<file path="config.mk">
export PLATFORM = sky130hd
export DESIGN_NAME = spi_regport
export DESIGN_NICKNAME = d
export VERILOG_FILES = /design/src/rtl/spi_regport_pkg.sv /design/src/rtl/spi_pin_sampler.sv /design/src/rtl/spi_frame_engine.sv /design/src/rtl/spi_mode_regs.sv /design/src/rtl/spi_regport.sv
export SDC_FILE = /design/constraint.sdc
export NUM_CORES = 2
export LEC_CHECK = 0
export BUFFER_PORTS_ARGS = -buffer_cell sky130_fd_sc_hd__buf_2
export CAP_MARGIN = 20
export CORE_AREA = 5 5 393 395
export CTS_CLUSTER_SIZE = 24
export DETAILED_ROUTE_END_ITERATION = 6
export DIE_AREA = 0 0 398 400
export PLACE_DENSITY = 0.63
export REMOVE_ABC_BUFFERS = 1
export SLEW_MARGIN = 20
export SYNTH_ARGS = -nofsm -noshare
export SYNTH_HDL_FRONTEND = slang
export SYNTH_SLANG_ARGS = --single-unit
export TNS_END_PERCENT = 100
</file>
<file path="constraint.sdc">
create_clock -name clk -period 6 [get_ports clk]
set_input_delay 0.3 -clock clk [delete_from_list [all_inputs] [get_ports clk]]
set_output_delay 0.3 -clock clk [all_outputs]
set_load 0.005 [all_outputs]
</file>
<file path="src/rtl/spi_regport_pkg.sv">
package spi_regport_pkg;

  // Reset value of mode register idx; truncated by the caller to the data width.
  function automatic logic [31:0] reg_reset_value(input int unsigned idx);
    return 32'(3 * idx + 1);
  endfunction

  // Frame length for a given index width and data width.
  function automatic int frame_len(input int addr_w, input int data_w);
    return 1 + addr_w + data_w;
  endfunction

endpackage

</file>
<file path="src/rtl/spi_pin_sampler.sv">
module spi_pin_sampler (
  input  logic clk,
  input  logic rst_n,
  input  logic cs_n,
  input  logic sck,
  output logic sck_rise,
  output logic sck_fall
);
  logic sck_q;

  always_ff @(posedge clk or negedge rst_n) begin
    if (!rst_n) sck_q <= 1'b0;
    else        sck_q <= sck;
  end

  // Edges only count while the frame is selected in this very sample.
  assign sck_rise = sck & ~sck_q & ~cs_n;
  assign sck_fall = ~sck & sck_q & ~cs_n;

endmodule

</file>
<file path="src/rtl/spi_frame_engine.sv">
module spi_frame_engine
  import spi_regport_pkg::*;
#(
  parameter int ADDR_W = 7,
  parameter int DATA_W = 8
) (
  input  logic              clk,
  input  logic              rst_n,
  input  logic              cs_n,
  input  logic              sck_rise,
  input  logic              sck_fall,
  input  logic              mosi,
  input  logic [DATA_W-1:0] rd_data,
  output logic [ADDR_W-1:0] reg_addr,
  output logic              wr_en,
  output logic [DATA_W-1:0] wr_data,
  output logic              miso,
  output logic              miso_oe
);
  localparam int FRAME_BITS = frame_len(ADDR_W, DATA_W);
  localparam int HDR_BITS   = 1 + ADDR_W;
  localparam int SH_W       = FRAME_BITS - 1;
  localparam int CNT_W      = $clog2(FRAME_BITS + 1);

  logic [CNT_W-1:0]  bit_cnt;
  logic [SH_W-1:0]   shreg;
  logic              hdr_rw;
  logic [ADDR_W-1:0] hdr_addr;
  logic [DATA_W-1:0] out_sh;
  logic              drive;

  // Named internal events.
  logic hdr_done, frame_done, rd_load, rd_shift;
  assign hdr_done   = sck_rise && (bit_cnt == CNT_W'(HDR_BITS - 1));
  assign frame_done = sck_rise && (bit_cnt == CNT_W'(FRAME_BITS - 1));
  assign rd_load    = sck_fall && hdr_rw && (bit_cnt == CNT_W'(HDR_BITS));
  assign rd_shift   = sck_fall && drive && (bit_cnt < CNT_W'(FRAME_BITS));

  assign reg_addr = hdr_addr;
  assign wr_en    = frame_done && !hdr_rw;
  assign wr_data  = {shreg[DATA_W-2:0], mosi};
  assign miso     = drive & out_sh[DATA_W-1];
  assign miso_oe  = drive;

  always_ff @(posedge clk or negedge rst_n) begin
    if (!rst_n) begin
      bit_cnt  <= '0;
      shreg    <= '0;
      hdr_rw   <= 1'b0;
      hdr_addr <= '0;
      out_sh   <= '0;
      drive    <= 1'b0;
    end else if (cs_n) begin
      bit_cnt <= '0;
      hdr_rw  <= 1'b0;
      out_sh  <= '0;
      drive   <= 1'b0;
    end else begin
      if (sck_rise && (bit_cnt < CNT_W'(FRAME_BITS))) begin
        shreg   <= {shreg[SH_W-2:0], mosi};
        bit_cnt <= bit_cnt + 1'b1;
      end
      if (hdr_done) begin
        hdr_rw   <= shreg[ADDR_W-1];
        hdr_addr <= {shreg[ADDR_W-2:0], mosi};
      end
      if (rd_load) begin
        out_sh <= rd_data;
        drive  <= 1'b1;
      end else if (rd_shift) begin
        out_sh <= {out_sh[DATA_W-2:0], 1'b0};
      end
    end
  end

  AST_QUIET_DESELECTED: assert property (@(posedge clk) disable iff (!rst_n)
    (cs_n && $past(cs_n)) |-> !miso_oe);
  AST_QUIET_IN_HEADER: assert property (@(posedge clk) disable iff (!rst_n)
    (bit_cnt < CNT_W'(HDR_BITS)) |-> !miso_oe);
  AST_MISO_ON_FALL_ONLY: assert property (@(posedge clk) disable iff (!rst_n)
    (!sck_fall && !cs_n) |=> $stable(miso));
  AST_COMMIT_ENDS_FRAME: assert property (@(posedge clk) disable iff (!rst_n)
    wr_en |=> (bit_cnt == CNT_W'(FRAME_BITS)));
  AST_CNT_SATURATES: assert property (@(posedge clk) disable iff (!rst_n)
    bit_cnt <= CNT_W'(FRAME_BITS));
  AST_DESELECT_CLEARS: assert property (@(posedge clk) disable iff (!rst_n)
    cs_n |=> (bit_cnt == '0));

endmodule

</file>
<file path="src/rtl/spi_mode_regs.sv">
module spi_mode_regs
  import spi_regport_pkg::*;
#(
  parameter int ADDR_W   = 7,
  parameter int DATA_W   = 8,
  parameter int NUM_REGS = 128
) (
  input  logic                       clk,
  input  logic                       rst_n,
  input  logic                       wr_en,
  input  logic [ADDR_W-1:0]          addr,
  input  logic [DATA_W-1:0]          wr_data,
  output logic [DATA_W-1:0]          rd_data,
  output logic [NUM_REGS*DATA_W-1:0] regs_flat
);
  logic [DATA_W-1:0] regs [NUM_REGS];

  for (genvar g = 0; g < NUM_REGS; g++) begin : g_reg
    always_ff @(posedge clk or negedge rst_n) begin
      if (!rst_n)
        regs[g] <= DATA_W'(reg_reset_value(g));
      else if (wr_en && (addr == ADDR_W'(g)))
        regs[g] <= wr_data;
    end
    assign regs_flat[g*DATA_W +: DATA_W] = regs[g];
  end

  always_comb begin
    rd_data = '0;
    for (int i = 0; i < NUM_REGS; i++)
      if (addr == ADDR_W'(i)) rd_data = regs[i];
  end

  AST_REGS_HOLD_WITHOUT_COMMIT: assert property (@(posedge clk) disable iff (!rst_n)
    !wr_en |=> $stable(regs_flat));
  AST_COMMIT_LANDS: assert property (@(posedge clk) disable iff (!rst_n)
    wr_en |=> (rd_data == $past(wr_data)));

endmodule

</file>
<file path="src/rtl/spi_regport.sv">
module spi_regport #(
  parameter int ADDR_W   = 7,
  parameter int DATA_W   = 8,
  parameter int NUM_REGS = 128
) (
  input  logic                       clk,
  input  logic                       rst_n,
  input  logic                       spi_cs_n,
  input  logic                       spi_sck,
  input  logic                       spi_mosi,
  output logic                       spi_miso,
  output logic                       spi_miso_oe,
  output logic [NUM_REGS*DATA_W-1:0] mode_regs
);
  logic              sck_rise, sck_fall;
  logic [ADDR_W-1:0] reg_addr;
  logic              wr_en;
  logic [DATA_W-1:0] wr_data, rd_data;

  spi_pin_sampler u_pins (
    .clk      (clk),
    .rst_n    (rst_n),
    .cs_n     (spi_cs_n),
    .sck      (spi_sck),
    .sck_rise (sck_rise),
    .sck_fall (sck_fall)
  );

  spi_frame_engine #(.ADDR_W(ADDR_W), .DATA_W(DATA_W)) u_engine (
    .clk      (clk),
    .rst_n    (rst_n),
    .cs_n     (spi_cs_n),
    .sck_rise (sck_rise),
    .sck_fall (sck_fall),
    .mosi     (spi_mosi),
    .rd_data  (rd_data),
    .reg_addr (reg_addr),
    .wr_en    (wr_en),
    .wr_data  (wr_data),
    .miso     (spi_miso),
    .miso_oe  (spi_miso_oe)
  );

  spi_mode_regs #(.ADDR_W(ADDR_W), .DATA_W(DATA_W), .NUM_REGS(NUM_REGS)) u_regs (
    .clk       (clk),
    .rst_n     (rst_n),
    .wr_en     (wr_en),
    .addr      (reg_addr),
    .wr_data   (wr_data),
    .rd_data   (rd_data),
    .regs_flat (mode_regs)
  );

  AST_NO_WRITE_DESELECTED: assert property (@(posedge clk) disable iff (!rst_n)
    spi_cs_n |-> !wr_en);

endmodule

</file>
* Word-level counts from Yosys, hierarchy flattened
Cells that the tools add are included.
Word-level totals: register bits after elaboration 1054, input bits 5, output and inout bits 1026, word-level logic and storage cells 556
Cells by class: add/subtract/negate cells 1, $lt $le $gt $ge 1, equal/unequal tests 130, multiplexer cells 137, bitwise operators 8, reduce and logical (&&, ||, !) cells 144
Operators with widths (number):
- 8-bit two-way mux | 131
- 7-bit equality test, second input constant | 64
- 7-bit by 6-bit equality test with 1-bit output, second input constant | 32
- 1-bit logical AND | 136
- 7-bit by 5-bit equality test with 1-bit output, second input constant | 16
- 7-bit by 4-bit equality test with 1-bit output, second input constant | 8
- 7-bit by 3-bit equality test with 1-bit output, second input constant | 4
- 7-bit by 2-bit equality test with 1-bit output, second input constant | 2
- 5-bit by 4-bit equality test with 1-bit output, second input constant | 2
- 5-bit two-way mux | 2
- 7-bit by 1-bit equality test with 1-bit output, second input constant | 1
- 7-bit logical NOT | 1
- 2-bit nonzero test | 3
- 5-bit by 1-bit adder with 5-bit output, second input constant | 1
- 1-bit AND | 5
- 5-bit by 3-bit equality test with 1-bit output, second input constant | 1
- 5-bit less-than comparator, second input constant | 1
- 1-bit two-way mux | 4
- 2-bit AND reduction | 2
- 1-bit NOT | 3
- 3-bit nonzero test | 1
- 1-bit logical NOT | 1

* Depth between registers and ports, before layout
depth after elaboration 131, gate-level depth with buffers 14, depth with buffers taken out 10

* By module
From an unflattened synthesis, not the netlist that was laid out.
Second synthesis, totals: cells, all modules 4418, area, all modules 53083.4 sq um
By module, submodules not included:
- spi_mode_regs | times used 1, cells each 4295, area an instance 51682.1 sq um, seq. area each 26237.7 sq um
- spi_frame_engine | times used 1, cells each 120, area an instance 1361.3 sq um, seq. area each 725.7 sq um
- spi_pin_sampler | times used 1, cells each 3, area an instance 40.0 sq um, seq. area each 25.0 sq um

* Least setup slack after synthesis
No wires, ideal clock.
path type reg2reg, from reg u_engine.bit_cnt[0], to reg u_regs.regs, in the netlist u_regs.regs_flat[1000], setup time 125 ps, data arrival time 2492 ps, required time 5875 ps, slack 3383 ps, stages on the path, launching flop included 10, buffers on the path 3, clock period less this slack 2617 ps, path through dfrtp_1 > ha_1 > and3_1 > ha_1 > nor4b_1 > clkbuf_1 > clkbuf_1 > buf_1 > nand2_1 > mux2_2
Between the ends: longest elaborated chain between the ends 4
Ends and longest elaborated chain:
- start: declaration | RTL line spi_frame_engine.sv:25 | logic [CNT_W-1:0] bit_cnt;
- start signal: assignment | RTL line spi_frame_engine.sv:61 | bit_cnt <= bit_cnt + 1'b1;
- 5-bit by 4-bit equality test with 1-bit output | RTL line spi_frame_engine.sv:35 | assign frame_done = sck_rise && (bit_cnt == CNT_W'(FRAME_BITS - 1));
- 1-bit logical AND | RTL line spi_frame_engine.sv:35
- 1-bit logical AND | RTL line spi_frame_engine.sv:40 | assign wr_en = frame_done && !hdr_rw;
- 1-bit logical AND | RTL line spi_mode_regs.sv:22 | else if (wr_en && (addr == ADDR_W'(g)))
- end signal: indexed assignment | RTL line spi_mode_regs.sv:21 | regs[g] <= DATA_W'(reg_reset_value(g));
- end signal: indexed assignment | RTL line spi_mode_regs.sv:23 | regs[g] <= wr_data;
- end: declaration | RTL line spi_mode_regs.sv:16 | logic [DATA_W-1:0] regs [NUM_REGS];
No other way between the ends. A chain may end at the register's enable or synchronous reset.

* Final worst setup path
from reg u_engine.hdr_addr[0], in the netlist u_engine.reg_addr[0], to reg u_engine.out_sh[1]
Between the ends: longest elaborated chain between the ends 131, elaborated cells on any way between the ends 258, classes of those cells eq/ne: 127; mux: 130; reduce/logical: 1
Ends and longest elaborated chain:
- start: declaration | RTL line spi_frame_engine.sv:28 | logic [ADDR_W-1:0] hdr_addr;
- start signal: assignment | RTL line spi_frame_engine.sv:65 | hdr_addr <= {shreg[ADDR_W-2:0], mosi};
- 7-bit logical NOT | RTL line spi_mode_regs.sv:31 | if (addr == ADDR_W'(i)) rd_data = regs[i];
- 8-bit two-way mux (127 in a row) | RTL line spi_mode_regs.sv:31
- 8-bit two-way mux * | RTL line spi_mode_regs.sv:31
- 8-bit two-way mux * | RTL line spi_frame_engine.sv:67 | if (rd_load) begin
- 8-bit two-way mux * | RTL line spi_frame_engine.sv:53 | end else if (cs_n) begin
- end signal: assignment | RTL line spi_frame_engine.sv:68 | out_sh <= rd_data;
- end signal: assignment | RTL line spi_frame_engine.sv:71 | out_sh <= {out_sh[DATA_W-2:0], 1'b0};
- end: declaration | RTL line spi_frame_engine.sv:29 | logic [DATA_W-1:0] out_sh;
Mark *: on every way between the ends. The rest lies on a longest branch, timed or not.

==> results.sh <==
export IMPL_antenna_left=0
export IMPL_grt_antenna_before_repair=19
export IMPL_critical_path_buf_inv_count=1
export IMPL_syn_inst=4502
export IMPL_status="complete, no violations"
export IMPL_io_buffers=1030
export IMPL_netlist_top_cells_area="dfrtp_1 (26%), dfstp_2 (24%), mux2_2 (22%)"
export IMPL_clk_pin_slew_ps=60
export IMPL_synth_top_cell_by_area="dfrtp_1"
export IMPL_met1_usage=0.4929
export IMPL_grt_use_met3=0.1529
export IMPL_final_hold_viol_count=0
export IMPL_synth_main_ff_cell="dfrtp_1"
export IMPL_slowest_stage="dfrtp_4"
export IMPL_core_um2=150800
export IMPL_worstSetupPathType="flip-flop to flip-flop"
export IMPL_cts_tree="yes"
export IMPL_cts_resized=0
export IMPL_numCtsBuffers=117
export IMPL_synth_edf_count=0
export IMPL_grt_pass1_vias=47520
export IMPL_ir_drop_mv=0.2472
export IMPL_cts_setup_buffers=0
export IMPL_final_common_cell="mux2_2"
export IMPL_crit_fanout=52
export IMPL_ios=1031
export IMPL_ys_warn_count=0
export IMPL_vias=49780
export IMPL_placed_cell_area_um2=60830
export IMPL_drc=0
export IMPL_syn_to_final_growth_pct=21.35
export IMPL_avgSynthCellArea_um2=11.89
export IMPL_async_flop_share=1.000
export IMPL_die_h_um=400
export IMPL_fmax_ghz=0.1909
export IMPL_cts_root_buffer="clkbuf_16"
export IMPL_syn_cell_area_um2=53540
export IMPL_drt_iter0_markers=6768
export IMPL_grtUsageTotal=0.4052
export IMPL_fin_crit_ps=5239
export IMPL_drive_gt1_frac=0.5533
export IMPL_worst_pin_slew_ps=1282
export IMPL_viasPerCell=6.593
export IMPL_layout_common_cells="mux2_2 (1067), buf_2 (1028), dfrtp_1 (553)"
export IMPL_dieArea_um2=159200
export IMPL_finalNetCount=5420
export IMPL_worstPathRequired_ps=6640
export IMPL_finClkSkew_ps=73.67
export IMPL_holdWs_ps=138.0
export IMPL_power_density_nw_per_um2=253.1
export IMPL_rows=143
export IMPL_grt_pass1_wl_um=443000
export IMPL_initial_utilization=0.3550
export IMPL_p_leak_nw=31.74
export IMPL_grt_max_degree=186
export IMPL_cp_arrival_ps=5880
export IMPL_grt_use_met2=0.6106
export IMPL_rsz0062_at_grt="false"
export IMPL_ctsHoldBuffers=3
export IMPL_maxCapViolations=0
export IMPL_cp_cell_sequence="buf_4 > nand4bb_4 > nand2_1 > nor2_1 > a41oi_1 > a2111oi_1 > nor4b_1 > o31ai_1"
export IMPL_globalplace_congestion=1.007
export IMPL_fin_area_um2=64970
export IMPL_fp_dieW_um=398
export IMPL_slew_headroom=0.1452
export IMPL_slowest_delay_ps=970
export IMPL_post_dp_hpwl_um=253000
export IMPL_fin_crit_sh=0.8732
export IMPL_netlist_area_leader_share=0.2636
export IMPL_cts_htree_levels=3
export IMPL_seq_area_frac_synth=0.5041
export IMPL_synth_seq_cells=1054
export IMPL_wl_per_cell_um=44.51
export IMPL_nFillCells=14500
export IMPL_post_route_util=0.4308
export IMPL_setup_violations=0
export IMPL_dr_pass1_iters=7
export IMPL_end_kind="flip-flop"
export IMPL_slew_viol_final=0
export IMPL_cts_buffer_depth=3
export IMPL_cp_start_kind="flip-flop"
export IMPL_clkLatencyLatePin_ps=820
export IMPL_yosys_cell_types_count=118
export IMPL_hold_class="primary input to async pin"
export IMPL_cp_top_family="simple AND/OR/NAND/NOR gates"
export IMPL_gr_total_overflow=0
export IMPL_clkSinkCount=1054
export IMPL_wirelength_um=336100
export IMPL_grt_busiest_layer="met2"
## worst register-to-register path: stages (launching register included)
cell	delay, ps
dfrtp_4	970
buf_4	500
nand4bb_4	570
nand2_1	460
nor2_1	580
a41oi_1	460
a2111oi_1	620
nor4b_1	700
o31ai_1	190
## cell type report
class,count,area [um2],share of cell area
clock inverters,55,643.1,0.009899
inverters,14,55.05,0.0008473
flip-flops and latches,1054,27030,0.4160
repair buffers,1185,6520,0.1004
clock buffers,168,3442,0.05298
multi-input cells,3040,24730,0.3806
well taps,2030,2540,0.03909
diodes,5,12.51,0.0001926
## where the power goes
part | total, mW | leakage, nW | switching (mW) | internal (mW)
combinational | 1.04 | 16.9 | 0.917 | 0.124
clock | 7.75 | 2.00 | 3.31 | 4.43
sequential | 7.65 | 12.9 | 0.501 | 7.15
total | 16.4 | 31.7 | 4.73 | 11.7
## routing by layer
metal | vias up | routed length (um)
li1 | 18810 | -
met1 | 25800 | 122700
met2 | 4057 | 145100
met3 | 1114 | 42350
met4 | 4 | 25860
met5 | - | 21
## path summary, 6_finish.rpt
| path | start | to | slack (ps) | depth (start not counted) |
|---|---|---|---|---|
| setup reg to reg | u_engine.reg_addr[0] | u_engine.out_sh[1] | 760 | 8 |
| hold / removal | rst_n | u_regs.regs_flat[872] | 140 | 2 |
| setup / recovery | u_engine.reg_addr[0] | u_engine.out_sh[1] | 760 | 8 |
| max in group asynchronous | rst_n | u_regs.regs_flat[263] | 4100 | 3 |
| hold reg to reg | u_regs.regs_flat[23] | u_regs.regs_flat[23] | 530 | 1 |
| min in group clk | spi_mosi | u_regs.regs_flat[72] | 310 | 3 |
## registers in the layout (all words and copies together) (netlist names)
signal / cells
u_engine.out_sh: 8
u_pins.sck_q: 1
u_engine.reg_addr: 7
u_engine.hdr_rw: 1
u_engine.shreg: 7
u_engine.miso_oe: 1
u_regs.regs_flat: 1024
u_engine.bit_cnt: 5
## through the flow
step	cells	worst slack [ps]	setup TNS, ps	total power, mW
floorplan	4108	-3191	-919940	7.705
global placement	7316	1198	0	8.727
detailed placement	7319	957.7	0	8.755
CTS	7545	948.3	0	16.43
global route	7546	860.3	0	16.71
finish	7551	760.5	0	16.44
## cell usage after synthesis, types with 11 or more instances
cell and number:
o211ai_1 44, o21a_1 12, mux2i_1 84, a211o_1 15
nand2b_1 18, o22ai_1 86, a221o_1 29, a22o_1 24
dfrtp_1 564, dfstp_2 490, nor2b_1 28, o2111ai_1 11
nand2_1 182, a2bb2oi_1 14, a221oi_1 39, buf_6 22
a211oi_1 47, nor2_1 264, nand3_1 64, a21o_1 18
buf_4 32, o21ai_0 222, o221ai_1 21, nand4_1 12
o31ai_1 18, clkbuf_1 200, buf_1 26, nor3_1 42
a22oi_1 90, buf_2 111, mux2_2 1067, a21oi_1 237
nor3b_1 13, a31oi_1 37, a2111oi_0 21, nand3b_1 13
## cell families (layout without fill, tap and decap cells)
logic type	Yosys count	after routing	share of synthesized area
multiplexers	1158	1158	0.2426
AO/OA/AOI/OAI	1118	1118	0.1417
flip-flops	1054	1054	0.5041
AND/OR/NAND/NOR	758	758	0.07301
buffers and inverters	408	1422	0.03737
adder cells (fa/ha/maj)	3	3	0.0007012
XOR/XNOR	3	3	0.0004908
other	0	5	0
Power figures use the tool's default switching activity.
